===== src/rtl/flash_guard_pkg.sv =====
package flash_guard_pkg;
  typedef enum logic [2:0] {
    OP_NONE   = 3'd0,
    OP_PROG   = 3'd1,
    OP_WIPE   = 3'd2,
    OP_LOCK   = 3'd3,
    OP_UNLOCK = 3'd4,
    OP_SECURE = 3'd5,
    OP_GP_SET = 3'd6,
    OP_GP_CLR = 3'd7
  } op_e;

  localparam int PAGE_SHIFT = 6;

  function automatic int unsigned region_of(input int unsigned page);
    return page >> PAGE_SHIFT;
  endfunction
endpackage


===== src/rtl/fg_erase_qual.sv =====
module fg_erase_qual #(
  parameter int HOLD_CYCLES = 1000
) (
  input  logic clk,
  input  logic rst_n,
  input  logic erase_pin,
  output logic qual
);
  localparam int CNT_W = $clog2(HOLD_CYCLES + 1);
  localparam logic [CNT_W-1:0] LIMIT = CNT_W'(HOLD_CYCLES);

  logic [CNT_W-1:0] cnt;

  always_ff @(posedge clk or negedge rst_n) begin
    if (!rst_n)          cnt <= '0;
    else if (!erase_pin) cnt <= '0;
    else if (cnt != LIMIT) cnt <= cnt + 1'b1;
  end

  assign qual = erase_pin && (cnt == LIMIT);


  qual_needs_hold_chk: assert property (@(posedge clk) disable iff (!rst_n)
    qual |-> $past(erase_pin));
endmodule


===== src/rtl/fg_cmd_check.sv =====
module fg_cmd_check
  import flash_guard_pkg::*;
#(
  parameter int NUM_REGIONS = 8,
  parameter int NUM_GP      = 2,
  parameter int ARG_W       = 16,
  localparam int RIDX_W = (NUM_REGIONS > 1) ? $clog2(NUM_REGIONS) : 1,
  localparam int GIDX_W = (NUM_GP > 1) ? $clog2(NUM_GP) : 1
) (
  input  logic                   cmd_valid,
  input  logic [2:0]             cmd_op,
  input  logic [ARG_W-1:0]       cmd_arg,
  input  logic [NUM_REGIONS-1:0] locks,
  output logic                   do_prog,
  output logic                   do_wipe,
  output logic                   do_lock,
  output logic                   do_unlock,
  output logic                   do_secure,
  output logic                   do_gp_set,
  output logic                   do_gp_clr,
  output logic                   lock_abort,
  output logic                   bad_cmd,
  output logic [RIDX_W-1:0]      ridx,
  output logic [GIDX_W-1:0]      gidx
);
  int unsigned region_n;
  logic        region_ok, gp_ok, hit_lock;

  always_comb begin
    region_n  = region_of(32'(cmd_arg));
    region_ok = region_n < NUM_REGIONS;
    gp_ok     = 32'(cmd_arg) < NUM_GP;
    ridx      = RIDX_W'(region_n);
    gidx      = GIDX_W'(cmd_arg);
    hit_lock  = region_ok && locks[ridx];

    do_prog = 1'b0; do_wipe = 1'b0; do_lock = 1'b0; do_unlock = 1'b0;
    do_secure = 1'b0; do_gp_set = 1'b0; do_gp_clr = 1'b0;
    lock_abort = 1'b0; bad_cmd = 1'b0;

    if (cmd_valid) begin
      unique case (op_e'(cmd_op))
        OP_PROG: begin
          if (!region_ok)    bad_cmd = 1'b1;
          else if (hit_lock) lock_abort = 1'b1;
          else               do_prog = 1'b1;
        end
        OP_WIPE: begin
          if (|locks) lock_abort = 1'b1;
          else        do_wipe = 1'b1;
        end
        OP_LOCK:   if (region_ok) do_lock = 1'b1;   else bad_cmd = 1'b1;
        OP_UNLOCK: if (region_ok) do_unlock = 1'b1; else bad_cmd = 1'b1;
        OP_SECURE: do_secure = 1'b1;
        OP_GP_SET: if (gp_ok) do_gp_set = 1'b1; else bad_cmd = 1'b1;
        OP_GP_CLR: if (gp_ok) do_gp_clr = 1'b1; else bad_cmd = 1'b1;
        default:   bad_cmd = 1'b1;
      endcase
    end
  end
endmodule


===== src/rtl/fg_nvm_bits.sv =====
module fg_nvm_bits #(
  parameter int NUM_REGIONS = 8,
  parameter int NUM_GP      = 2,
  localparam int RIDX_W = (NUM_REGIONS > 1) ? $clog2(NUM_REGIONS) : 1,
  localparam int GIDX_W = (NUM_GP > 1) ? $clog2(NUM_GP) : 1
) (
  input  logic                   clk,
  input  logic                   rst_n,
  input  logic                   do_lock,
  input  logic                   do_unlock,
  input  logic                   do_secure,
  input  logic                   do_gp_set,
  input  logic                   do_gp_clr,
  input  logic [RIDX_W-1:0]      ridx,
  input  logic [GIDX_W-1:0]      gidx,
  input  logic                   qual,
  input  logic                   erase_done,
  output logic [NUM_REGIONS-1:0] locks,
  output logic                   sec,
  output logic [NUM_GP-1:0]      gp
);
  logic armed;
  logic sec_release;

  assign sec_release = erase_done && armed;

  always_ff @(posedge clk or negedge rst_n) begin
    if (!rst_n) begin
      locks <= '0;
    end else if (qual) begin
      locks <= '0;
    end else if (do_lock) begin
      locks[ridx] <= 1'b1;
    end else if (do_unlock) begin
      locks[ridx] <= 1'b0;
    end
  end

  always_ff @(posedge clk or negedge rst_n) begin
    if (!rst_n) begin
      sec   <= 1'b0;
      armed <= 1'b0;
    end else begin
      if (do_secure)        sec <= 1'b1;
      else if (sec_release) sec <= 1'b0;
      if (qual)            armed <= 1'b1;
      else if (erase_done) armed <= 1'b0;
    end
  end

  always_ff @(posedge clk or negedge rst_n) begin
    if (!rst_n) begin
      gp <= '0;
    end else begin
      if (do_gp_set)      gp[gidx] <= 1'b1;
      else if (do_gp_clr) gp[gidx] <= 1'b0;
      if (qual)           gp[0] <= 1'b0;
    end
  end


  sec_fall_chk: assert property (@(posedge clk) disable iff (!rst_n)
    $fell(sec) |-> $past(erase_done));


  gp0_fall_chk: assert property (@(posedge clk) disable iff (!rst_n)
    $fell(gp[0]) |-> $past(qual || do_gp_clr));
endmodule


===== src/rtl/flash_guard.sv =====
module flash_guard
  import flash_guard_pkg::*;
#(
  parameter int NUM_REGIONS = 8,
  parameter int NUM_GP      = 2,
  parameter int ARG_W       = 16,
  parameter int HOLD_CYCLES = 1000
) (
  input  logic             clk,
  input  logic             rst_n,
  input  logic             cmd_valid,
  input  logic [2:0]       cmd_op,
  input  logic [ARG_W-1:0] cmd_arg,
  input  logic             status_rd,
  input  logic             erase_pin,
  input  logic             erase_done,
  output logic             prog_go,
  output logic             erase_go,
  output logic [2:0]       status,
  output logic             irq,
  output logic             dbg_allow,
  output logic             pp_allow,
  output logic             bod_en
);
  localparam int RIDX_W = (NUM_REGIONS > 1) ? $clog2(NUM_REGIONS) : 1;
  localparam int GIDX_W = (NUM_GP > 1) ? $clog2(NUM_GP) : 1;

  logic [NUM_REGIONS-1:0] locks;
  logic [NUM_GP-1:0]      gp;
  logic                   sec, qual;
  logic do_prog, do_wipe, do_lock, do_unlock, do_secure, do_gp_set, do_gp_clr;
  logic lock_abort, bad_cmd;
  logic [RIDX_W-1:0] ridx;
  logic [GIDX_W-1:0] gidx;
  logic st_done, st_lock, st_bad;

  fg_erase_qual #(.HOLD_CYCLES(HOLD_CYCLES)) u_qual (
    .clk(clk), .rst_n(rst_n), .erase_pin(erase_pin), .qual(qual));

  fg_cmd_check #(.NUM_REGIONS(NUM_REGIONS), .NUM_GP(NUM_GP), .ARG_W(ARG_W)) u_check (
    .cmd_valid(cmd_valid), .cmd_op(cmd_op), .cmd_arg(cmd_arg), .locks(locks),
    .do_prog(do_prog), .do_wipe(do_wipe), .do_lock(do_lock), .do_unlock(do_unlock),
    .do_secure(do_secure), .do_gp_set(do_gp_set), .do_gp_clr(do_gp_clr),
    .lock_abort(lock_abort), .bad_cmd(bad_cmd), .ridx(ridx), .gidx(gidx));

  fg_nvm_bits #(.NUM_REGIONS(NUM_REGIONS), .NUM_GP(NUM_GP)) u_bits (
    .clk(clk), .rst_n(rst_n), .do_lock(do_lock), .do_unlock(do_unlock),
    .do_secure(do_secure), .do_gp_set(do_gp_set), .do_gp_clr(do_gp_clr),
    .ridx(ridx), .gidx(gidx), .qual(qual), .erase_done(erase_done),
    .locks(locks), .sec(sec), .gp(gp));

  always_ff @(posedge clk or negedge rst_n) begin
    if (!rst_n) begin
      prog_go  <= 1'b0;
      erase_go <= 1'b0;
      st_done  <= 1'b0;
      st_lock  <= 1'b0;
      st_bad   <= 1'b0;
    end else begin
      prog_go  <= do_prog;
      erase_go <= do_wipe;
      if (status_rd) begin
        st_done <= 1'b0;
        st_lock <= 1'b0;
        st_bad  <= 1'b0;
      end
      if (cmd_valid)  st_done <= 1'b1;
      if (lock_abort) st_lock <= 1'b1;
      if (bad_cmd)    st_bad  <= 1'b1;
    end
  end

  assign status    = {st_bad, st_lock, st_done};
  assign irq       = st_lock;
  assign dbg_allow = ~sec;
  assign pp_allow  = ~sec;
  assign bod_en    = gp[0];


  sec_rise_chk: assert property (@(posedge clk) disable iff (!rst_n)
    $rose(sec) |-> $past(cmd_valid && cmd_op == OP_SECURE));


  irq_source_chk: assert property (@(posedge clk) disable iff (!rst_n)
    $rose(irq) |-> $past(cmd_valid && (cmd_op == OP_PROG || cmd_op == OP_WIPE)));


  prog_origin_chk: assert property (@(posedge clk) disable iff (!rst_n)
    prog_go |-> $past(cmd_valid && cmd_op == OP_PROG) && !st_lock);


  wipe_origin_chk: assert property (@(posedge clk) disable iff (!rst_n)
    erase_go |-> $past(cmd_valid && cmd_op == OP_WIPE && locks == '0));
endmodule


===== config.mk =====
export PLATFORM = sky130hd
export DESIGN_NAME = flash_guard
export DESIGN_NICKNAME = d
export VERILOG_FILES = /design/src/rtl/flash_guard_pkg.sv /design/src/rtl/fg_erase_qual.sv /design/src/rtl/fg_cmd_check.sv /design/src/rtl/fg_nvm_bits.sv /design/src/rtl/flash_guard.sv
export SDC_FILE = /design/constraint.sdc
export NUM_CORES = 1
export LEC_CHECK = 0
export ABC_AREA = 1
export ABC_CLOCK_PERIOD_IN_PS = 1500
export BUFFER_PORTS_ARGS = -buffer_cell sky130_fd_sc_hd__buf_2
export CAP_MARGIN = 15
export CORE_ASPECT_RATIO = 0.6
export CORE_UTILIZATION = 39
export CTS_CLUSTER_SIZE = 24
export DETAILED_ROUTE_END_ITERATION = 10
export HOLD_SLACK_MARGIN = 0.02
export PLACE_DENSITY = 0.64
export SYNTH_ARGS = -nofsm -noshare
export SYNTH_HDL_FRONTEND = slang
export SYNTH_HIERARCHICAL = 1
export SYNTH_SLANG_ARGS = --single-unit

===== constraint.sdc =====
create_clock -name clk -period 1.5 [get_ports clk]
set_input_delay 0.15 -clock clk [delete_from_list [all_inputs] [get_ports clk]]
set_output_delay 0.15 -clock clk [all_outputs]
set_load 0.03 [all_outputs]

==> results.py, run 1 <==
metrics = {
    "global_route": {
        "antenna_found_initial": 0,
        "grt-ovfl-total": 0,
        "grtUsageTotal_pct": 17.2,
        "grt_pass1_vias": 1415,
        "grt_pass1_wl_um": 6310,
        "grt_max_degree": 27,
    },
    "flow_run": {
        "cap_violations": 0,
    },
    "logic_synthesis": {
        "postSynthAreaPerCell_um2": 6.70,
        "netlist_area_mm2": 0.00180,
        "syn_nets": 295,
        "yosysWarnings": 6,
        "syn_inst": 268,
    },
    "critical_path": {
        "cp_max_fo": 8,
        "critical_path_class": "reg2reg",
        "crit_top_cell": "nor2_4",
        "cp_slowest_stage_delay_ps": 400,
        "crit_start": "u_qual/cnt[0]$_DFFE_PN0P_",
        "reg2reg_depth": 9,
        "path_cells": "inv_2, ha_2, nand2_2, nor2_4, nand3_2, nor2_4, nor2_4, nand3_1, nand2_1",
        "crit_arrival_ps": 1640,
        "critPathSlowestCell": "dfrtp_1",
        "timing.critical_path.buf_inv": 1,
        "reg2reg_from": "u_qual/cnt[0]$_DFFE_PN0P_",
        "crit_path_end_kind": "register",
        "crit_path_start_kind": "register",
        "rrSetupSlack_ps": 20,
        "crit_end": "u_bits/locks[0]$_DFFE_PN0P_",
        "cp.depth": 9,
        "cpLargestDelayFamily": "simple AND/OR/NAND/NOR gates",
        "r2r_end": "u_bits/locks[0]$_DFFE_PN0P_",
        "cp_data_required_time_ps": 1670,
    },
    "clock_network": {
        "cts_max_level": 1,
        "path_clk_slew_ps": 90,
        "cts_root_buf": "clkbuf_8",
        "insertion_delay_ps": 270,
        "clockBufferDepth": 2,
        "cts_buffers": 3,
        "cts_sinks": 26,
        "cts_tree": "built",
    },
    "sta": {
        "slew_viol_final": 0,
        "grt_setup_unrepaired": "true",
        "holdWs_ps": 68.2,
        "setup_tns_ps": 0,
        "finalCritPeriodShare_pct": 98.5,
        "setup_viol": 0,
        "maxSlewHeadroom_pct": 60.3,
        "worst_pin_slew_ps": 596,
        "period_needed_ps": 1480,
        "max_freq_mhz": 677,
        "fin_skew_ps": 7.08,
        "hold_viol_final": 0,
    },
    "place": {
        "dp_hpwl_um": 3020,
        "place_inst": 361,
        "port_buffers": 33,
        "routabilityCongestion": 0.818,
    },
    "pwr": {
        "p_comb_share_pct": 17.1,
        "switchingPower_w": 0.000379,
        "powerDensity_mw_per_mm2": 654,
        "internal_power_w": 0.00104,
        "pwr-share-seq_pct": 50.8,
        "p_leak_nw": 1.14,
        "swShare_pct": 26.7,
        "clockPowerShare_pct": 32.1,
        "worst_ir_drop_vdd_v": 0.000297,
    },
    "final_layout": {
        "final_common_cell": "nand2_1",
        "layout-drive-gt1-share_pct": 27.2,
        "diodes": 0,
        "layout_common_cells": "nand2_1, inv_1, buf_2",
        "area_delta_synth_final_pct": 21.3,
        "stdcell_count": 369,
        "layout.nets": 337,
    },
    "routing": {
        "drc": 0,
        "routedWlPerCell_um": 10.8,
        "drtPass1Iterations": 4,
        "via_count": 1696,
        "detail_route.iter0.violations": 66,
        "via_per_inst": 4.60,
        "routed_wl_um": 3980,
        "drtAntennaViolNets": 0,
    },
    "die": {
        "dieArea_mm2": 0.00489,
        "die_w_um": 89.6,
        "start_util_pct": 42.2,
        "pin_count": 34,
        "core_area_mm2": 0.00426,
        "fp.dieH_um": 54.6,
        "rows": 18,
    },
    "status": {
        "outcome": "complete, no violations",
    },
    "hold_path": {
        "min_path_type": "in2reg",
    },
}
==> worst min path at each step <==
stage | from | to | slack (ps) | depth (start not counted)
after floorplan | rst_n | erase_go$_DFF_PN0_ | -150 | 0
after global placement | rst_n | irq$_DFFE_PN0P_ | 200 | 1
after detailed placement | rst_n | irq$_DFFE_PN0P_ | 190 | 1
after CTS | erase_done | u_bits/armed$_DFFE_PN0P_ | 70 | 2
after global routing | erase_done | u_bits/armed$_DFFE_PN0P_ | 70 | 2
final | erase_done | u_bits/armed$_DFFE_PN0P_ | 70 | 2
==> flip-flops by register name, summed over array words and instances, names as in the netlist <==
name	flops
u_bits/gp	1
u_bits/armed	1
prog_go	1
u_bits/locks	8
st_done	1
u_qual/cnt	10
erase_go	1
irq	1
st_bad	1
u_bits/sec	1
==> stage by stage <==
| stage | util [%] | power [W] | setup WS [ps] | instance area (um2) |
|---|---|---|---|---|
| floorplan | - | 0.000886 | 22.3 | 1800 |
| global placement | 47.9 | 0.000960 | 35.4 | 2040 |
| detailed placement | 47.9 | 0.000963 | -20.3 | 2040 |
| CTS | 49.5 | 0.00142 | 31.7 | 2110 |
| global route | 51.1 | 0.00149 | -76.0 | 2180 |
| finish | 51.1 | 0.00142 | 23.2 | 2180 |
==> power groups by stage <==
stage               Clock (W)  Sequential [W]  Combinational [W]
global placement            0        0.000737           0.000224
floorplan                   0        0.000742           0.000144
global route         0.000493        0.000726           0.000275
CTS                  0.000469        0.000724           0.000228
detailed placement          0        0.000737           0.000226
finish               0.000457        0.000723           0.000243
==> routing by layer <==
metal	global-route usage, %	up-vias	wire length [um]
li1	-	908	-
met1	25.3	753	2160
met2	26.0	33	1630
met3	4.68	2	182
met4	1.59	0	15
met5	0	-	0
==> repair_timing <==
| item | 4_1_cts | 5_1_grt |
|---|---|---|
| setup endpoints to repair | 9 | 10 |
| pin swaps | 1 | 6 |
| buffers inserted | 0 | 3 |
| hold buffers | 1 | 0 |
| hold endpoints to repair | 26 | 0 |
| gates resized for setup | 1 | 12 |
==> cell type report <==
| type | instances | area [um2] |
|---|---|---|
| Inverter | 47 | 176 |
| Sequential cell | 26 | 651 |
| Tap cell | 60 | 75.1 |
| Fill cell | 431 | 2080 |
| Clock buffer | 4 | 55.1 |
| Multi-Input combinational cell | 183 | 932 |
| Timing Repair Buffer | 49 | 288 |
(Power assumes the default switching activity.)
==> run 2, diff against run 1 <==
--- a/config.mk
+++ b/config.mk
@@ -5,7 +5,6 @@
 export SDC_FILE = /design/constraint.sdc
 export NUM_CORES = 1
 export LEC_CHECK = 0
-export ABC_AREA = 1
 export ABC_CLOCK_PERIOD_IN_PS = 1500
 export BUFFER_PORTS_ARGS = -buffer_cell sky130_fd_sc_hd__buf_2
 export CAP_MARGIN = 15
@@ -14,7 +13,7 @@
 export CTS_CLUSTER_SIZE = 24
 export DETAILED_ROUTE_END_ITERATION = 10
 export HOLD_SLACK_MARGIN = 0.02
-export PLACE_DENSITY = 0.64
+export PLACE_DENSITY = 0.65
 export SYNTH_ARGS = -nofsm -noshare
 export SYNTH_HDL_FRONTEND = slang
 export SYNTH_HIERARCHICAL = 1
==> results.py, run 2 <==
metrics = {
    "status": {
        "outcome": "finished with violations",
        "violations": "DRC, setup timing",
    },
    "final_layout": {
        "fin_util_pct": 55.7,
        "layout-drive-gt1-share_pct": 43.7,
        "largest_reg_flops": 10,
        "layout_common_cells": "buf_2, buf_4, dfrtp_1",
        "layout.nets": 243,
        "stdcell_count": 262,
        "top_regs": "u_qual/cnt (10), u_bits/locks (8)",
        "regMostFlops": "u_qual/cnt",
        "area_delta_synth_final_pct": 33.0,
        "final_common_cell": "buf_2",
        "design_area_mm2": 0.00210,
        "diodes": 0,
    },
    "critical_path": {
        "crit_arrival_ps": 1760,
        "cp_max_fo": 4,
        "crit_path_end_kind": "register",
        "cp_data_required_time_ps": 1660,
        "crit_path_start_kind": "primary input",
        "critical_path_class": "in2reg",
    },
    "pwr": {
        "power_w": 0.00153,
        "worst_ir_drop_vdd_v": 0.000440,
        "p_leak_nw": 1.01,
        "powerDensity_mw_per_mm2": 728,
    },
    "routing": {
        "drtPass1Iterations": 7,
        "via_per_inst": 5.64,
        "drtAntennaViolNets": 0,
        "via_count": 1478,
        "routedWlPerCell_um": 15.1,
        "routed_wl_um": 3950,
        "detail_route.iter0.violations": 84,
        "drc": 10,
    },
    "die": {
        "core_area_mm2": 0.00376,
        "rows": 17,
        "fp.dieH_um": 51.3,
        "start_util_pct": 41.9,
        "pin_count": 34,
        "die_w_um": 84.1,
        "dieArea_mm2": 0.00431,
    },
    "place": {
        "dp_hpwl_um": 2800,
        "placed_area_mm2": 0.00187,
        "routabilityCongestion": 0.821,
        "place_inst": 248,
        "port_buffers": 33,
    },
    "sta": {
        "worst_pin_slew_ps": 592,
        "grt_setup_unrepaired": "true",
        "slew_viol_final": 0,
        "setup_viol": 6,
        "fin_skew_ps": 2.69,
        "period_needed_ps": 1600,
        "max_freq_mhz": 626,
        "setup_slack_ps": -97.6,
        "finalCritPeriodShare_pct": 107,
        "hold_viol_final": 0,
        "setup_tns_ps": -305,
        "maxSlewHeadroom_pct": 60.5,
    },
    "flow_run": {
        "cap_violations": 0,
    },
    "logic_synthesis": {
        "syn_inst": 162,
        "yosysWarnings": 6,
        "postSynthAreaPerCell_um2": 9.73,
        "syn_nets": 189,
        "netlist_area_mm2": 0.00158,
    },
    "global_route": {
        "grtUsageTotal_pct": 18.6,
        "grt_max_degree": 27,
        "grt_pass1_wl_um": 6220,
        "grt_pass1_vias": 1319,
        "grt-ovfl-total": 0,
        "antenna_found_initial": 0,
    },
    "clock_network": {
        "insertion_delay_ps": 270,
        "path_clk_slew_ps": 100,
        "cts_root_buf": "clkbuf_8",
        "cts_sinks": 26,
        "clockBufferDepth": 2,
        "cts_max_level": 1,
        "cts_buffers": 3,
        "cts_tree": "built",
    },
    "hold_path": {
        "min_path_type": "in2reg",
    },
}
==> run 2: power breakdown <==
part | internal, W | total [W] | switching [W]
logic | 0.0000838 | 0.000205 | 0.000121
registers | 0.000715 | 0.000725 | 0.0000103
clock network | 0.000357 | 0.000597 | 0.000240
==> run 2: layout make-up <==
class / count / area, um2
Tap cell: 47 / 58.8
Inverter: 9 / 33.8
Clock inverter: 1 / 30.0
Fill cell: 322 / 1670
Timing Repair Buffer: 61 / 388
Clock buffer: 3 / 41.3
Multi-Input combinational cell: 115 / 895
Sequential cell: 26 / 651
==> run 2: per-layer routing <==
| layer | share of wire [%] | wire length, um | GRT usage [%] | vias to the layer above |
|---|---|---|---|---|
| li1 | - | - | - | 686 |
| met1 | 45 | 1790 | 25.6 | 734 |
| met2 | 48 | 1880 | 29.9 | 56 |
| met3 | 6.7 | 264 | 4.85 | 2 |
| met4 | 0.38 | 15 | 3.74 | 0 |
| met5 | 0 | 0 | 0 | - |
==> run 2: metrics by stage <==
step                      setup WS (ps)  hold slack (ps)
final                             -97.6              123
after global routing               -142              123
after CTS                         -78.7              123
after detailed placement           -393              199
after global placement             -332              181
after floorplan                    -290             -146
==> run 2: critical path, stage by stage <==
cell and delay, ps:
buf_6 90, or4_4 530, nor4_4 170, nor4b_4 280
buf_4 170, nand2b_4 70, o31ai_2 190, a21oi_1 110
==> run 2: what timing repair did <==
item                                    4_1_cts  5_1_grt
gates cloned                                  0        1
resized for setup                            10       14
pin swaps                                     1        1
endpoints found under the setup margin       10       15
buffers inserted                              1        7
hold endpoints to repair                     26        0
hold buffers                                  1        0
==> run 2: worst paths after layout <==
check,startpoint,cells after the start,endpoint,slack (ps)
worst max-delay path,cmd_arg[13],8,u_bits/locks[0]$_DFFE_PN0P_,-100
worst min-delay path,cmd_valid,2,st_done$_DFFE_PN0P_,120
worst max register to register,u_bits/locks[1]$_DFFE_PN0P_,5,irq$_DFFE_PN0P_,-70
worst min register to register,st_done$_DFFE_PN0P_,1,st_done$_DFFE_PN0P_,490
max in group asynchronous,rst_n,2,u_bits/locks[6]$_DFFE_PN0P_,710
min in group asynchronous,rst_n,2,u_qual/cnt[6]$_DFFE_PN0P_,410
==> run 3, diff against run 2 <==
--- a/config.mk
+++ b/config.mk
@@ -5,7 +5,7 @@
 export SDC_FILE = /design/constraint.sdc
 export NUM_CORES = 1
 export LEC_CHECK = 0
-export ABC_CLOCK_PERIOD_IN_PS = 1500
+export ABC_CLOCK_PERIOD_IN_PS = 1740
 export BUFFER_PORTS_ARGS = -buffer_cell sky130_fd_sc_hd__buf_2
 export CAP_MARGIN = 15
 export CORE_ASPECT_RATIO = 0.6
@@ -13,7 +13,8 @@
 export CTS_CLUSTER_SIZE = 24
 export DETAILED_ROUTE_END_ITERATION = 10
 export HOLD_SLACK_MARGIN = 0.02
-export PLACE_DENSITY = 0.65
+export PLACE_DENSITY = 0.62
+export RECOVER_POWER = 50
 export SYNTH_ARGS = -nofsm -noshare
 export SYNTH_HDL_FRONTEND = slang
 export SYNTH_HIERARCHICAL = 1
==> constraint.sdc (replaced) <==
create_clock -name clk -period 1.74 [get_ports clk]
set_input_delay 0.174 -clock clk [delete_from_list [all_inputs] [get_ports clk]]
set_output_delay 0.174 -clock clk [all_outputs]
set_load 0.03 [all_outputs]
==> results.py, run 3 (synthesis results as in run 2) <==
metrics = {
    "pwr": {
        "worst_ir_drop_vdd_v": 0.000312,
        "pwr-share-seq_pct": 53.2,
        "switchingPower_w": 0.000298,
        "p_comb_share_pct": 13.2,
        "swShare_pct": 25.3,
        "p_leak_nw": 0.870,
        "internal_power_w": 0.000879,
        "powerDensity_mw_per_mm2": 632,
        "clockPowerShare_pct": 33.7,
    },
    "global_route": {
        "grt_max_degree": 27,
        "antenna_found_initial": 0,
        "grtUsageTotal_pct": 17.0,
        "grt_pass1_vias": 1190,
        "grt-ovfl-total": 0,
        "grt_pass1_wl_um": 5620,
    },
    "critical_path": {
        "crit_path_end_kind": "register",
        "crit_arrival_ps": 1770,
        "critical_path_class": "in2reg",
        "cp_max_fo": 4,
        "cp_data_required_time_ps": 1900,
        "crit_path_start_kind": "primary input",
    },
    "die": {
        "start_util_pct": 41.9,
        "rows": 17,
        "dieArea_mm2": 0.00431,
        "die_w_um": 84.1,
        "pin_count": 34,
        "core_area_mm2": 0.00376,
        "fp.dieH_um": 51.3,
    },
    "sta": {
        "setup_slack_ps": 131,
        "period_needed_ps": 1610,
        "maxSlewHeadroom_pct": 56.0,
        "slew_viol_final": 0,
        "finalCritPeriodShare_pct": 92.5,
        "worst_pin_slew_ps": 659,
        "hold_viol_final": 0,
        "max_freq_mhz": 621,
        "setup_viol": 0,
        "fin_skew_ps": 2.78,
        "grt_setup_unrepaired": "false",
        "holdWs_ps": 171,
    },
    "routing": {
        "drtAntennaViolNets": 0,
        "detail_route.iter0.violations": 64,
        "routedWlPerCell_um": 14.2,
        "via_count": 1339,
        "via_per_inst": 5.49,
        "drtPass1Iterations": 8,
        "drc": 4,
        "routed_wl_um": 3470,
    },
    "final_layout": {
        "stdcell_count": 244,
        "diodes": 0,
        "regMostFlops": "u_qual/cnt",
        "area_delta_synth_final_pct": 18.2,
        "final_common_cell": "buf_2",
        "layout_common_cells": "buf_2, dfrtp_1, nand2_1",
        "largest_reg_flops": 10,
        "layout.nets": 225,
        "top_regs": "u_qual/cnt (10), u_bits/locks (8)",
        "layout-drive-gt1-share_pct": 31.0,
    },
    "place": {
        "place_inst": 239,
        "port_buffers": 33,
        "routabilityCongestion": 0.802,
        "dp_hpwl_um": 2670,
        "pre_cts_ws_ps": -163,
    },
    "clock_network": {
        "cts_buffers": 3,
        "cts_tree": "built",
        "cts_sinks": 26,
        "path_clk_slew_ps": 90,
        "clockBufferDepth": 2,
        "cts_max_level": 1,
        "insertion_delay_ps": 270,
        "cts_setup_buffers": 0,
        "cts_root_buf": "clkbuf_8",
    },
    "hold_path": {
        "min_path_type": "in2reg",
    },
    "status": {
        "outcome": "finished with violations",
        "violations": "DRC",
    },
    "flow_run": {
        "cap_violations": 0,
    },
}
==> run 3: repair_timing <==
item | 4_1_cts | 5_1_grt
gates resized for setup | 0 | 0
hold buffers | 1 | 0
endpoints found under the hold margin | 26 | 0
==> run 3: worst max-delay path: stages <==
cell and delay, ps:
buf_2 90, or4_4 530, nor4_4 160, nor4b_4 310, nand2_1 180, o31ai_2 220
a21oi_1 90
==> run 3: area by class of cell <==
type | count | area, um2
clock buffers | 4 | 55.1
fillers | 340 | 1900
inverters | 9 | 33.8
multi-input cells | 115 | 828
flip-flops and latches | 26 | 651
well taps | 47 | 58.8
repair buffers | 43 | 236
==> run 3: routing by layer <==
metal	vias to the layer above	GRT usage, %	wire length (um)
met1	650	25.0	1710
met2	38	24.9	1540
met5	-	0	0
li1	646	-	-
met3	5	4.52	189
met4	0	3.45	23
==> run 3: power by group through the flow <==
stage / Combinational, W / Clock (W) / Sequential (W)
after CTS: 0.000158 / 0.000416 / 0.000626
after detailed placement: 0.000155 / 0 / 0.000638
final: 0.000155 / 0.000396 / 0.000626
after global routing: 0.000169 / 0.000444 / 0.000628
after global placement: 0.000151 / 0 / 0.000637
after floorplan: 0.0000945 / 0 / 0.000638
==> run 3: final timing paths <==
check | startpoint | end | slack, ps | depth (start not counted)
min in group asynchronous | rst_n | u_qual/cnt[0]$_DFFE_PN0P_ | 470 | 2
min | cmd_op[1] | prog_go$_DFF_PN0_ | 170 | 2
max in group asynchronous | rst_n | st_bad$_DFFE_PN0P_ | 850 | 2
max reg2reg | u_bits/locks[4]$_DFFE_PN0P_ | irq$_DFFE_PN0P_ | 130 | 5
max | cmd_arg[13] | u_bits/locks[4]$_DFFE_PN0P_ | 130 | 7
min reg2reg | st_bad$_DFFE_PN0P_ | st_bad$_DFFE_PN0P_ | 480 | 1
==> run 3: stage by stage <==
step / power, W / instance area, um2 / utilization (%) / setup TNS, ps
6_report: 0.00118 / 1860 / 49.5 / 0
5_1_grt: 0.00124 / 1860 / 49.5 / 0
4_1_cts: 0.00120 / 1870 / 49.7 / 0
3_5_place_dp: 0.000793 / 1800 / 47.9 / -1060
3_3_place_gp: 0.000788 / 1800 / 47.9 / -644
2_1_floorplan: 0.000733 / 1600 / - / -303
